File: config.mk
export PLATFORM = sky130hd
export DESIGN_NAME = bank_mapper
export DESIGN_NICKNAME = d
export VERILOG_FILES = /design/src/rtl/bmap_pkg.sv /design/src/rtl/bmap_decode.sv /design/src/rtl/bmap_bank_reg.sv /design/src/rtl/bmap_store.sv /design/src/rtl/bank_mapper.sv
export SDC_FILE = /design/constraint.sdc
export NUM_CORES = 2
export LEC_CHECK = 0
export BUFFER_PORTS_ARGS = -buffer_cell sky130_fd_sc_hd__buf_4
export CAP_MARGIN = 25
export CORE_MARGIN = 10
export CORE_UTILIZATION = 57
export DETAILED_ROUTE_END_ITERATION = 10
export PLACE_DENSITY_LB_ADDON = 0.15
export SLEW_MARGIN = 0
export SYNTH_ARGS = -nofsm -noshare
export SYNTH_HDL_FRONTEND = slang
export SYNTH_SLANG_ARGS = --single-unit
File: constraint.sdc
create_clock -name clk -period 3.6 [get_ports clk]
set_input_delay 0.72 -clock clk [delete_from_list [all_inputs] [get_ports clk]]
set_output_delay 0.72 -clock clk [all_outputs]
set_load 0.02 [all_outputs]
File: src/rtl/bmap_pkg.sv
package bmap_pkg;

   typedef enum logic [2:0] {
      ACC_IDLE    = 3'd0,
      ACC_MEM_RD  = 3'd1,
      ACC_MEM_WR  = 3'd2,
      ACC_BANK_RD = 3'd3,
      ACC_BANK_WR = 3'd4
   } acc_kind_e;

   // Writes win over reads when both strobes are raised.
   function automatic acc_kind_e classify(input logic hi, input logic we, input logic re);
      if (we)      return hi ? ACC_BANK_WR : ACC_MEM_WR;
      else if (re) return hi ? ACC_BANK_RD : ACC_MEM_RD;
      else         return ACC_IDLE;
   endfunction

endpackage

File: src/rtl/bmap_decode.sv
module bmap_decode
   import bmap_pkg::*;
#(
   parameter int ADDR_W = 16,
   parameter int BANK_W = 3,
   localparam int OFS_W  = ADDR_W - 1,
   localparam int PHYS_W = BANK_W + OFS_W
) (
   input  logic [ADDR_W-1:0] addr,
   input  logic              we,
   input  logic              re,
   input  logic [BANK_W-1:0] bank,
   output logic [PHYS_W-1:0] phys,
   output logic              mem_en,
   output logic              mem_wr,
   output logic              bank_ld,
   output logic              bank_sel
);

   acc_kind_e kind;

   always_comb begin
      kind     = classify(addr[ADDR_W-1], we, re);
      phys     = {bank, addr[OFS_W-1:0]};
      mem_en   = (kind == ACC_MEM_RD) || (kind == ACC_MEM_WR);
      mem_wr   = (kind == ACC_MEM_WR);
      bank_ld  = (kind == ACC_BANK_WR);
      bank_sel = addr[ADDR_W-1];
   end

endmodule

File: src/rtl/bmap_bank_reg.sv
module bmap_bank_reg #(
   parameter int DATA_W = 8,
   parameter int BANK_W = 3
) (
   input  logic              clk,
   input  logic              rst_n,
   input  logic              ld_en,
   input  logic [DATA_W-1:0] ld_data,
   output logic [BANK_W-1:0] bank_q
);

   initial begin
      assert (BANK_W >= 1 && BANK_W <= DATA_W)
         else $fatal(1, "bank width must fit the data bus");
   end

   always_ff @(posedge clk) begin
      if (!rst_n)     bank_q <= '0;
      else if (ld_en) bank_q <= ld_data[BANK_W-1:0];
   end

   p_load_r4: assert property (@(posedge clk) disable iff (!rst_n)
      ld_en |=> bank_q == $past(ld_data[BANK_W-1:0]));

   p_hold_r9: assert property (@(posedge clk) disable iff (!rst_n)
      !ld_en |=> $stable(bank_q));

endmodule

File: src/rtl/bmap_store.sv
module bmap_store #(
   parameter int DATA_W    = 8,
   parameter int BANK_W    = 3,
   parameter int OFS_W     = 15,
   parameter int MEM_OFS_W = 6,
   localparam int IDX_W    = BANK_W + MEM_OFS_W,
   localparam int DEPTH    = 1 << IDX_W
) (
   input  logic              clk,
   input  logic              wr_en,
   input  logic [BANK_W-1:0] bank,
   input  logic [OFS_W-1:0]  ofs,
   input  logic [DATA_W-1:0] wdata,
   output logic [DATA_W-1:0] rdata
);

   initial begin
      assert (MEM_OFS_W >= 1 && MEM_OFS_W <= OFS_W)
         else $fatal(1, "stored offset width out of range");
   end

   logic [DATA_W-1:0] mem [DEPTH];
   logic [IDX_W-1:0]  idx;

   generate
      if (MEM_OFS_W == OFS_W) begin : g_full
         assign idx = {bank, ofs};
      end else begin : g_alias
         assign idx = {bank, ofs[MEM_OFS_W-1:0]};
      end
   endgenerate

   always_ff @(posedge clk) begin
      if (wr_en) mem[idx] <= wdata;
   end

   assign rdata = mem[idx];

endmodule

File: src/rtl/bank_mapper.sv
module bank_mapper #(
   parameter int ADDR_W    = 16,
   parameter int DATA_W    = 8,
   parameter int BANK_W    = 3,
   parameter int MEM_OFS_W = 6,
   localparam int OFS_W    = ADDR_W - 1,
   localparam int PHYS_W   = BANK_W + OFS_W
) (
   input  logic              clk,
   input  logic              rst_n,
   input  logic [15:0]       cpu_addr,
   input  logic [7:0]        cpu_wdata,
   input  logic              cpu_we,
   input  logic              cpu_re,
   output logic [7:0]        cpu_rdata,
   output logic [17:0]       phys_addr,
   output logic              mem_en
);

   initial begin
      assert (ADDR_W == 16 && DATA_W == 8 && BANK_W == 3)
         else $fatal(1, "port widths are fixed at 16/8/3");
   end

   logic [BANK_W-1:0] bank_q;
   logic              mem_wr, bank_ld, bank_sel;
   logic [DATA_W-1:0] store_rd;

   bmap_decode #(.ADDR_W(ADDR_W), .BANK_W(BANK_W)) u_dec (
      .addr    (cpu_addr),
      .we      (cpu_we),
      .re      (cpu_re),
      .bank    (bank_q),
      .phys    (phys_addr),
      .mem_en  (mem_en),
      .mem_wr  (mem_wr),
      .bank_ld (bank_ld),
      .bank_sel(bank_sel)
   );

   bmap_bank_reg #(.DATA_W(DATA_W), .BANK_W(BANK_W)) u_bank (
      .clk    (clk),
      .rst_n  (rst_n),
      .ld_en  (bank_ld),
      .ld_data(cpu_wdata),
      .bank_q (bank_q)
   );

   bmap_store #(.DATA_W(DATA_W), .BANK_W(BANK_W), .OFS_W(OFS_W),
                .MEM_OFS_W(MEM_OFS_W)) u_store (
      .clk  (clk),
      .wr_en(mem_wr),
      .bank (bank_q),
      .ofs  (cpu_addr[OFS_W-1:0]),
      .wdata(cpu_wdata),
      .rdata(store_rd)
   );

   assign cpu_rdata = bank_sel ? {{(DATA_W-BANK_W){1'b0}}, bank_q} : store_rd;

   p_offset_r1: assert property (@(posedge clk) disable iff (!rst_n)
      phys_addr[OFS_W-1:0] == cpu_addr[OFS_W-1:0]);

   p_bank_bits_r2: assert property (@(posedge clk) disable iff (!rst_n)
      phys_addr[PHYS_W-1 -: BANK_W] == bank_q);

   p_no_mem_hi_r3: assert property (@(posedge clk) disable iff (!rst_n)
      cpu_addr[ADDR_W-1] |-> !mem_en);

   p_bank_read_r7: assert property (@(posedge clk) disable iff (!rst_n)
      (cpu_re && cpu_addr[ADDR_W-1]) |-> cpu_rdata == {{(DATA_W-BANK_W){1'b0}}, bank_q});

   p_write_wins_r10: assert property (@(posedge clk) disable iff (!rst_n)
      (cpu_we && cpu_re && !cpu_addr[ADDR_W-1]) |-> mem_en);

endmodule

==> flow_summary.json <==
{
  "status": "finished, violations left",
  "violations": "negative setup slack",
  "antenna_found_initial": 26,
  "vdd_drop_max_v": 0.000648,
  "rsz0062_at_grt": "true",
  "start_util_pct": 57.3,
  "crit_chain": "buf_4, buf_12, buf_4, nand2b_2, buf_4, buf_4, a221oi_1, nand2_1, nand4_1, a22oi_2, buf_4, nand4_1, nor4_2, o211ai_1, buf_4",
  "drc": 0,
  "h-tree-depth": 5,
  "critPathTopFamily": "buffers and inverters",
  "drive_gt1_share_pct": 38.6,
  "swShare_pct": 21.7,
  "drt_pass1_iterations": 6,
  "synth_nets": 7454,
  "synth-edff-count": 4096,
  "drv_slew": 0,
  "worstSetupPathType": "input pin to output pin",
  "pwr-share-clk_pct": 42.0,
  "clk_latency_ns": 0.96,
  "hpwl_um": 312000,
  "cts_buffer_depth": 4,
  "synth_area_leaders": "edfxtp_1 77%, mux4_2 14%, mux2i_1 2.1%",
  "die_x_um": 548,
  "core_um2": 277000,
  "startpoint_type": "input pin",
  "numCtsBuffers": 406,
  "fin_cells": 13315,
  "ys_seq_area_share_pct": 77.5,
  "wl_per_cell_um": 35.8,
  "async_reset_ff_share_pct": 0,
  "clock_sinks": 4099,
  "hold_viol_final": 0,
  "cp.arrival_ns": 4.36,
  "io_pins": 55,
  "finalWorstSetupSlack_ns": -1.48,
  "vias_per_cell": 6.61,
  "synthesis.area_um2": 159000,
  "cp.required_ns": 2.88,
  "slowest_stage": "a22oi_2",
  "cp-end-kind": "output pin",
  "vias": 87964,
  "grt_pass1_wl_um": 669000,
  "fin_crit_sh_pct": 141,
  "power_leakage_nw": 64.9,
  "cts-root-buf": "clkbuf_16",
  "drtIter0Drc": 12944,
  "synth.top_cell.area_share_pct": 77.4,
  "netSwitchingPower_w": 0.0219,
  "critPathMaxFanout": 10,
  "hp-class": "input pin to flop",
  "io_buffers": 36,
  "ys.flop_type": "edfxtp_1",
  "netlist_instances": 7426,
  "synth_warnings": 0,
  "n_fill_cell": 16667,
  "fmax_ghz": 0.197,
  "grt_pass1_vias": 87235,
  "power_frac_comb_pct": 6.1,
  "intPower_w": 0.0793,
  "period_needed_ns": 5.08,
  "synth_area_leader_cell": "edfxtp_1",
  "place_inst": 12464,
  "finClkSkew_ns": 0.0446,
  "max_stage_delay_ns": 0.59,
  "routabilityCongestion": 0.964,
  "ant_nets": 0,
  "ys_types": 59,
  "dp_slack_ns": -2.36,
  "sequentialPowerShare_pct": 51.9,
  "setup_violations": 8,
  "cts_tree": "yes",
  "die-area_um2": 300000,
  "drv_cap": 0,
  "cpMostUsedCell": "buf_4",
  "ys_ff_latch": 4099,
  "area_delta_synth_final_pct": 22.1,
  "gr-total-overflow": 0,
  "clkTransAtPathRegs_ns": 0.06,
  "tightestPinTransition_ns": 1.04,
  "whs_ns": 0.0784,
  "relSlewSlack_pct": 30.5,
  "grt_usage_pct": 31.3,
  "syn_area_per_cell_um2": 21.4,
  "die_height_um": 548,
  "row_count": 193,
  "nets": 9293,
  "grt_max_degree": 169,
  "routed_wl_um": 477000,
  "p_per_area_nw_per_um2": 522,
  "critical_path_buf_inv_count": 7
}
## stage by stage
| step | util (%) | TNS (ns) | power (W) | area (µm²) |
|---|---|---|---|---|
| floorplan | - | -0.131 | 0.0560 | 160000 |
| global placement | 64.1 | -15.97 | 0.0591 | 177000 |
| detailed placement | 64.1 | -16.06 | 0.0592 | 178000 |
| CTS | 69.8 | -9.44 | 0.101 | 193000 |
| global route | 70.0 | -9.46 | 0.104 | 194000 |
| finish | 70.0 | -9.80 | 0.101 | 194000 |
## path summary, 6_finish.rpt
check	start	to	slack, ns	cells past startpoint
worst max-delay path	cpu_addr[5]	cpu_rdata[7]	-1.48	15
worst min-delay path	cpu_we	u_bank.bank_q[1]$_SDFFE_PN0N_	0.08	3
worst max register to register	u_bank.bank_q[0]$_SDFFE_PN0N_	u_store.mem[161][5]$_DFFE_PP_	0.67	10
worst min register to register	u_bank.bank_q[2]$_SDFFE_PN0N_	u_bank.bank_q[2]$_SDFFE_PN0N_	0.71	3
## cells by family after synthesis
family,synth area share [%]
simple gates,2.74
buf+inv,1.45
mux,16.3
flops,77.5
compound gates,2.08
## per-layer routing
metal,global-route usage (%),part of all wire (%),vias up
li1,-,-,34725
met1,43.3,36,46032
met2,47.4,46,6060
met3,7.97,12,1127
met4,14.8,6.0,20
met5,0.332,0.053,-
## synth_stat cells, types with 17 or more instances
master,count
edfxtp_1,4096
nand3_1,62
clkbuf_1,192
o22ai_1,52
mux4_2,997
a21oi_1,70
o21ai_0,48
a22oi_1,101
a32oi_1,40
nand4_1,22
mux2i_1,329
a221oi_1,27
buf_4,57
buf_1,61
buf_2,165
nor4_1,17
nor3_1,30
nor2_1,597
nand2_1,234
a22o_1,18
## power by group through the flow
stage          Combinational (W)  Sequential [W]  Clock (W)
6_report                 0.00614          0.0525     0.0425
5_1_grt                  0.00628          0.0525     0.0448
4_1_cts                  0.00599          0.0525     0.0429
3_5_place_dp             0.00564          0.0535          0
3_3_place_gp             0.00555          0.0535          0
2_1_floorplan            0.00247          0.0535          0
## cell type report
class	count	area, µm²	area share (%)
Timing Repair Buffer	1912	17700	9.14
Clock inverter	256	2770	1.43
Multi-Input combinational cell	2838	35100	18.1
Antenna cell	10	25.0	0.0129
Inverter	8	40.0	0.0206
Clock buffer	487	10500	5.44
Sequential cell	4099	123000	63.5
Tap cell	3705	4640	2.39
## worst min-delay path: cells and delay by family
family / cells / cell delay [ns]
buf+inv: 1 / 0.13
simple gates: 1 / 0.07
compound gates: 1 / 0.07
## placed cells by master, fill, tap and decap left out, types with 20 or more instances in the layout
cell	synthesis	layout
mux2i_1	329	315
a221oi_1	27	22
nor3_1	30	20
clkbuf_16	0	412
nand4_1	22	22
bufinv_16	0	46
clkinv_1	1	92
o22ai_1	52	44
o21ai_0	48	33
mux4_2	997	997
clkbuf_1	192	77
nand3_1	62	53
nand2_1	234	200
clkinv_2	0	73
nor2_1	597	579
buf_4	57	1609
buf_8	0	22
a21oi_1	70	58
buf_6	6	62
a22oi_1	101	92
nand2_4	0	21
buf_12	0	190
edfxtp_1	4096	4096
a32oi_1	40	38
## registers in the layout, summed over array words and instances, names as in the netlist
name           cells
u_store.mem     4096
u_bank.bank_q      3
## timing repair
item / CTS / global route
endpoints found under the hold margin: 3 / 0
hold buffers: 1 / 0
pin swaps: 52 / 30
setup buffers: 74 / 20
gates cloned: 12 / 1
endpoints found under the setup margin: 8 / 8
resized for setup: 337 / 66
Power figures use the tool's default switching activity.
